[src/rtl/v5gen_pkg.sv]
package v5gen_pkg;
    localparam int BYTE_W  = 8;
    localparam int MAP_W   = 4;
    localparam int LABEL_W = 3;
    localparam int BIP_W   = 2;

    typedef enum logic [0:0] {
        S_SEEK = 1'b0,
        S_RUN  = 1'b1
    } v5_state_e;

    typedef enum logic [1:0] {
        ERR_OFF  = 2'b00,
        ERR_CONT = 2'b01,
        ERR_SHOT = 2'b10,
        ERR_NONE = 2'b11
    } err_mode_e;

    typedef struct packed {
        logic [BIP_W-1:0]   bip;
        logic               rei;
        logic               rfi;
        logic [LABEL_W-1:0] sig_lbl;
        logic               rdi;
    } v5_fields_t;
endpackage

[src/rtl/v5_bip_acc.sv]
module v5_bip_acc
    import v5gen_pkg::*;
#(
    parameter int W = BYTE_W
) (
    input  logic             clk,
    input  logic             rst_n,
    input  logic             en,
    input  logic             restart,
    input  logic [W-1:0]     data,
    output logic [BIP_W-1:0] acc
);
    logic [BIP_W-1:0] byte_par;

    always_comb begin
        byte_par = '0;
        for (int i = 0; i < W; i++) begin
            if (((W - i) % 2) == 1) byte_par[1] = byte_par[1] ^ data[i];
            else                    byte_par[0] = byte_par[0] ^ data[i];
        end
    end

    always_ff @(posedge clk) begin
        if (!rst_n)  acc <= '0;
        else if (en) acc <= (restart ? '0 : acc) ^ byte_par;
    end
endmodule

[src/rtl/v5_label_map.sv]
module v5_label_map
    import v5gen_pkg::*;
(
    input  logic [MAP_W-1:0]   map_type,
    output logic [LABEL_W-1:0] sig_lbl
);
    localparam logic [LABEL_W-1:0] LBL_UNEQ    = '0;
    localparam logic [LABEL_W-1:0] LBL_GENERIC = LABEL_W'(1);

    always_comb begin
        if (map_type == '0)
            sig_lbl = LBL_UNEQ;
        else if (map_type[MAP_W-1:LABEL_W] == '0)
            sig_lbl = map_type[LABEL_W-1:0];
        else
            sig_lbl = LBL_GENERIC;
    end
endmodule

[src/rtl/v5_err_ctl.sv]
module v5_err_ctl
    import v5gen_pkg::*;
(
    input  logic       clk,
    input  logic       rst_n,
    input  logic       shot,
    input  logic       slot,
    input  logic [1:0] mode,
    output logic       corrupt
);
    logic pend;

    always_ff @(posedge clk) begin
        if (!rst_n)    pend <= 1'b0;
        else if (slot) pend <= shot;
        else if (shot) pend <= 1'b1;
    end

    always_comb begin
        unique case (err_mode_e'(mode))
            ERR_CONT: corrupt = 1'b1;
            ERR_SHOT: corrupt = pend;
            ERR_OFF,
            ERR_NONE: corrupt = 1'b0;
            default:  corrupt = 1'b0;
        endcase
    end

    // a pending shot in mode 10 must corrupt and then be consumed
    p_shot_consumed_r10: assert property (@(posedge clk) disable iff (!rst_n)
        (slot && !shot) |=> !pend);
endmodule

[src/rtl/v5_overhead_gen.sv]
module v5_overhead_gen
    import v5gen_pkg::*;
(
    input  logic              clk,
    input  logic              rst_n,
    input  logic              in_vld,
    input  logic [BYTE_W-1:0] in_byte,
    input  logic              in_ptr,
    input  logic              in_v5,
    input  logic [MAP_W-1:0]  map_type,
    input  logic              lb_en,
    input  logic              upsr_en,
    input  logic              ais_en,
    input  logic [1:0]        err_mode,
    input  logic              err_shot,
    input  logic [BYTE_W-1:0] rx_v5,
    output logic              out_vld,
    output logic [BYTE_W-1:0] out_byte
);
    v5_state_e          state, state_nxt;
    logic [BIP_W-1:0]   acc;
    logic [LABEL_W-1:0] sig_lbl;
    logic               corrupt;
    logic               v5_slot;
    v5_fields_t         rx_f, gen_f;
    logic [BYTE_W-1:0]  sel_byte;

    assign v5_slot = in_vld && in_v5;
    assign rx_f    = v5_fields_t'(rx_v5);

    v5_label_map u_label (
        .map_type (map_type),
        .sig_lbl  (sig_lbl)
    );

    v5_err_ctl u_err (
        .clk     (clk),
        .rst_n   (rst_n),
        .shot    (err_shot),
        .slot    (v5_slot),
        .mode    (err_mode),
        .corrupt (corrupt)
    );

    v5_bip_acc #(.W(BYTE_W)) u_acc (
        .clk     (clk),
        .rst_n   (rst_n),
        .en      (in_vld && !in_ptr),
        .restart (in_v5),
        .data    (sel_byte),
        .acc     (acc)
    );

    // State register
    always_ff @(posedge clk) begin
        if (!rst_n) state <= S_SEEK;
        else        state <= state_nxt;
    end

    // Transitions: T_FIRST_V5 (S_SEEK -> S_RUN), T_HOLD otherwise
    always_comb begin
        state_nxt = state;
        unique case (state)
            S_SEEK:  if (v5_slot) state_nxt = S_RUN;
            S_RUN:   state_nxt = S_RUN;
            default: state_nxt = S_SEEK;
        endcase
    end

    // V5 field assembly and byte selection
    always_comb begin
        gen_f.bip     = ((state == S_RUN) ? acc : '0) ^ {BIP_W{corrupt}};
        gen_f.sig_lbl = sig_lbl;
        gen_f.rei     = upsr_en ? rx_f.rei : 1'b0;
        gen_f.rfi     = upsr_en ? rx_f.rfi : 1'b0;
        gen_f.rdi     = upsr_en ? rx_f.rdi : 1'b0;
        if (ais_en)      sel_byte = '1;
        else if (!in_v5) sel_byte = in_byte;
        else if (lb_en)  sel_byte = rx_v5;
        else             sel_byte = BYTE_W'(gen_f);
    end

    // Output register
    always_ff @(posedge clk) begin
        if (!rst_n) begin
            out_vld  <= 1'b0;
            out_byte <= '0;
        end else begin
            out_vld  <= in_vld;
            if (in_vld) out_byte <= sel_byte;
        end
    end

    p_vld_follow_r1: assert property (@(posedge clk) disable iff (!rst_n)
        in_vld |=> out_vld);
    p_vld_idle_r1: assert property (@(posedge clk) disable iff (!rst_n)
        !in_vld |=> !out_vld);
    p_pass_data_r2: assert property (@(posedge clk) disable iff (!rst_n)
        (in_vld && !in_v5 && !ais_en) |=> (out_byte == $past(in_byte)));
    p_ais_ones_r3: assert property (@(posedge clk) disable iff (!rst_n)
        (in_vld && ais_en) |=> (out_byte == '1));
    p_loop_copy_r4: assert property (@(posedge clk) disable iff (!rst_n)
        (v5_slot && lb_en && !ais_en) |=> (out_byte == $past(rx_v5)));
    p_seek_bip_r6: assert property (@(posedge clk) disable iff (!rst_n)
        (v5_slot && state == S_SEEK && !lb_en && !ais_en && !err_mode[0] && !err_mode[1])
        |=> (out_byte[7:6] == 2'b00));
    p_uneq_label_r7: assert property (@(posedge clk) disable iff (!rst_n)
        (v5_slot && !lb_en && !ais_en && map_type == '0) |=> (out_byte[3:1] == 3'b000));
    p_upsr_keep_r8: assert property (@(posedge clk) disable iff (!rst_n)
        (v5_slot && upsr_en && !lb_en && !ais_en)
        |=> (out_byte[5:4] == $past(rx_v5[5:4]) && out_byte[0] == $past(rx_v5[0])));
    p_run_sticky: assert property (@(posedge clk) disable iff (!rst_n)
        (state == S_RUN) |=> (state == S_RUN));
endmodule

[config.mk]
export PLATFORM = sky130hd
export DESIGN_NAME = v5_overhead_gen
export DESIGN_NICKNAME = d
export VERILOG_FILES = /design/src/rtl/v5gen_pkg.sv /design/src/rtl/v5_bip_acc.sv /design/src/rtl/v5_label_map.sv /design/src/rtl/v5_err_ctl.sv /design/src/rtl/v5_overhead_gen.sv
export SDC_FILE = /design/constraint.sdc
export NUM_CORES = 1
export LEC_CHECK = 0
export ABC_AREA = 1
export BUFFER_PORTS_ARGS = -buffer_cell sky130_fd_sc_hd__buf_2
export CORE_MARGIN = 2
export CORE_UTILIZATION = 50
export CTS_BUF_LIST = sky130_fd_sc_hd__clkbuf_8
export DETAILED_ROUTE_END_ITERATION = 12
export PLACE_DENSITY = 0.79
export SLEW_MARGIN = 30
export SYNTH_ARGS = -nofsm -noshare
export SYNTH_HDL_FRONTEND = slang
export SYNTH_SLANG_ARGS = --single-unit
[constraint.sdc]
create_clock -name clk -period 3.5 [get_ports clk]
set_input_delay 0.175 -clock clk [delete_from_list [all_inputs] [get_ports clk]]
set_output_delay 0.175 -clock clk [all_outputs]
set_load 0.1 [all_outputs]
==> summary.md <==
| Metric | Value |
|---|---|
| Drt pass-1 iters | 4 |
| Routed wire per std cell | about 11 um |
| H-tree Lvls | 1 |
| Clock latency on the worst-skew pair | roughly 240 ps |
| Core box area | between 1500 and 2000 um2 |
| CP Class | flip-flop to flip-flop |
| Gpl congestion | slightly above 0.8 |
| CP Launch Type | flip-flop |
| Post_cts resized | 0 |
| Placed cells | ~230 |
| Largest family of logic cells by synthesized area | simple AND/OR/NAND/NOR gates |
| Fin Clk Skew | approximately 1.3 ps |
| CP cell instances | nand2_1 -> nand3_1 -> nand3_1 -> a21boi_1 -> nand3_1 -> nand3_1 -> nand2_1 -> inv_1 -> nor2_1 |
| Drt drc | 0 |
| Die X | approximately 48 um |
| Syn Inst Count | between 150 and 200 |
| Num CTS Buffers | 3 |
| Seq cells post-synth | 13 |
| Leak | approximately 0.74 nW |
| Synth Area in XOR/XNOR | 0 |
| Routed via count | 1146 |
| Final slew viol count | 0 |
| Setup violations, final | 0 |
| Vias in the first global route | 1073 |
| GRT Total Usage | 0.229 |
| # port buffers | 39 |
| Mux contribution to synthesized area | 0 |
| Status | complete, no violations |
| CTS Sinks | 13 |
| Synth Area in Simple Gates | 0.423 |
| Critical path capture point type | flip-flop |
| Post-synth top area share | 0.264 |
| Worst-Margin Slew | a little under 500 ps |
| Layout Nets | 243 |
| Largest delay contributor family on the critical path | simple AND/OR/NAND/NOR gates |
| Detailed Route Iter0 Violations | 19 |
| Largest net degree at the start of global routing | 20 |
| Syn nets | ~200 |
| Hold Path Class | input pin to flip-flop |
| Initial core utilization | 0.519 |
| Max VDD drop | a little over 0.3 mV |
| # Post-CTS Setup Buffers | 0 |
| Average size of a mapped cell | ~5.8 um2 |
| Max-Cap Viols | 0 |
| Critical path buffer and inverter count | 1 |
| P per Cell Area | ~380 nW/um2 |
| Final ANT Viol Nets | 0 |
| Clk buf depth | 2 |
| Fin Setup TNS | 0 ps |
| Final hold vios | 0 |
| Die Height | 48.4 um |
| Max FO, Critical Path | 4 |
| DR vias/cell | about 4.8 |
| Crit path largest cell delay | about 400 ps |
| Worst Path Arrival | approximately 1600 ps |
| Hpwl dp | just over 2000 um |
| Fin area | approximately 1200 um2 |
| Rel. slew slack | 0.679 |
| Critical Path RT | 3640 ps |
| Global-route wire length before repair | around 4300 um |
| Die footprint | ~2300 um2 |
| P&R area growth vs syn | 25.5% |
| Tcrit/Tclk final | 0.405 |
| Ports | 40 |
| Max frequency | approximately 700 MHz |
| Final worst path period need | 1420 ps |
| Non-filler cells, final | roughly 240 |
| # rows | 16 |
| Synth cell types | 23 |
| ANT cells | 0 |
| Routed WL | 2510 um |
| GR Overflow Total | 0 |
| Clock-pin slew on the worst setup and hold paths | approximately 50 ps |
| RSZ-0062 raised after global routing | no |
| Antenna violations before repair | 0 |
| TritonCTS clock tree | done |
| Synth area leaders | dfxtp_1 (26%), nand2_1 (21%), inv_1 (10%), nor2_1 (8.0%), nand3_1 (6.6%) |
| Clk root buf | clkbuf_8 |
| Share of layout cells above drive strength 1 | 0.267 |
| Adder-Cell Fraction of Synth Area | 0.0127 |
| CP dominant cell by count | nand3_1 |
| Sequential share of the synthesized area | 0.264 |
| CTS Hold Buffers Added | 0 |
| Compound-Gate Fraction of Synth Area | 0.156 |
| Worst path slowest cell | dfxtp_1 |
| Post-Synthesis Cell Area | roughly 1000 um2 |
| Area leader, netlist | dfxtp_1 |
| Warnings, synthesis | 0 |
| Placed cell area | 1190 um2 |
==> area by class of cell <==
class,count,area [um2]
clock buffers,3,41.3
clock inverters,1,3.75
fillers,195,663
inverters,32,120
multi-input cells,122,584
flip-flops and latches,13,260
well taps,27,33.8
repair buffers,39,195
==> registers in the layout, indices dropped and copies added, names as in the netlist <==
signal / cells
out_byte: 8
u_acc.acc: 2
out_vld: 1
state: 1
u_err.pend: 1
==> final timing paths <==
check	slack, ps	startpoint	cells after the start	end
min	140	err_shot	3	u_err.pend
min reg2reg	480	out_byte[0]	2	out_byte[0]
max	2080	state	9	u_acc.acc[1]
max reg2reg	2080	state	9	u_acc.acc[1]
==> through the flow <==
stage / total power [W] / worst slack [ps] / util / hold WS, ps
floorplan: 0.000302 / 2180 / - / 292
global placement: 0.000338 / 1960 / 0.628 / 387
detailed placement: 0.000344 / 1880 / 0.628 / 390
CTS: 0.000479 / 2100 / 0.651 / 135
global route: 0.000501 / 1920 / 0.651 / 170
finish: 0.000473 / 2080 / 0.651 / 144
==> routing by layer <==
layer / share of wire / up-vias / track usage
li1: - / 607 / -
met1: 0.44 / 493 / 0.263
met2: 0.49 / 41 / 0.417
met3: 0.052 / 5 / 0.0216
met4: 0.019 / 0 / 0.124
met5: 0 / - / 0
==> Yosys cell counts (all sizes together) <==
library cell and count:
o211ai 7, o21ai 6, nor2b 1, buf 1, ha 1, dfxtp 13
nand2 58, nor2 22, inv 31, clkinv 1, nand3 15, nand4 1
clkbuf 3, a21boi 1, nand3b 1, a21oi 9
==> logic make-up after synthesis <==
family	Yosys count
simple gates	98
fa+ha+maj	1
compound gates	23
flops	13
buf+inv	36
==> report_power, final <==
group	internal (W)	switching, W
clock	0.0000775	0.0000531
sequential	0.000160	0.00000684
combinational	0.0000486	0.000127
==> cell usage in the layout (no fill, tap or decap), types with 2 or more instances in the layout <==
cell type  count
o21ai_1        2
nand2_1       54
clkbuf_8       3
nand2_2        4
nand3_2        2
a21oi_2        2
inv_2          4
nand3_1       13
buf_2         39
o21ai_0        4
a21oi_1        6
inv_1         28
nor2_1        21
dfxtp_1       13
o211ai_1       7
==> tightest hold or removal path, stage by stage <==
cell     delay [ps]
buf_2            80
a21oi_1          30
nor2_1           70
(Power assumes the default switching activity.)
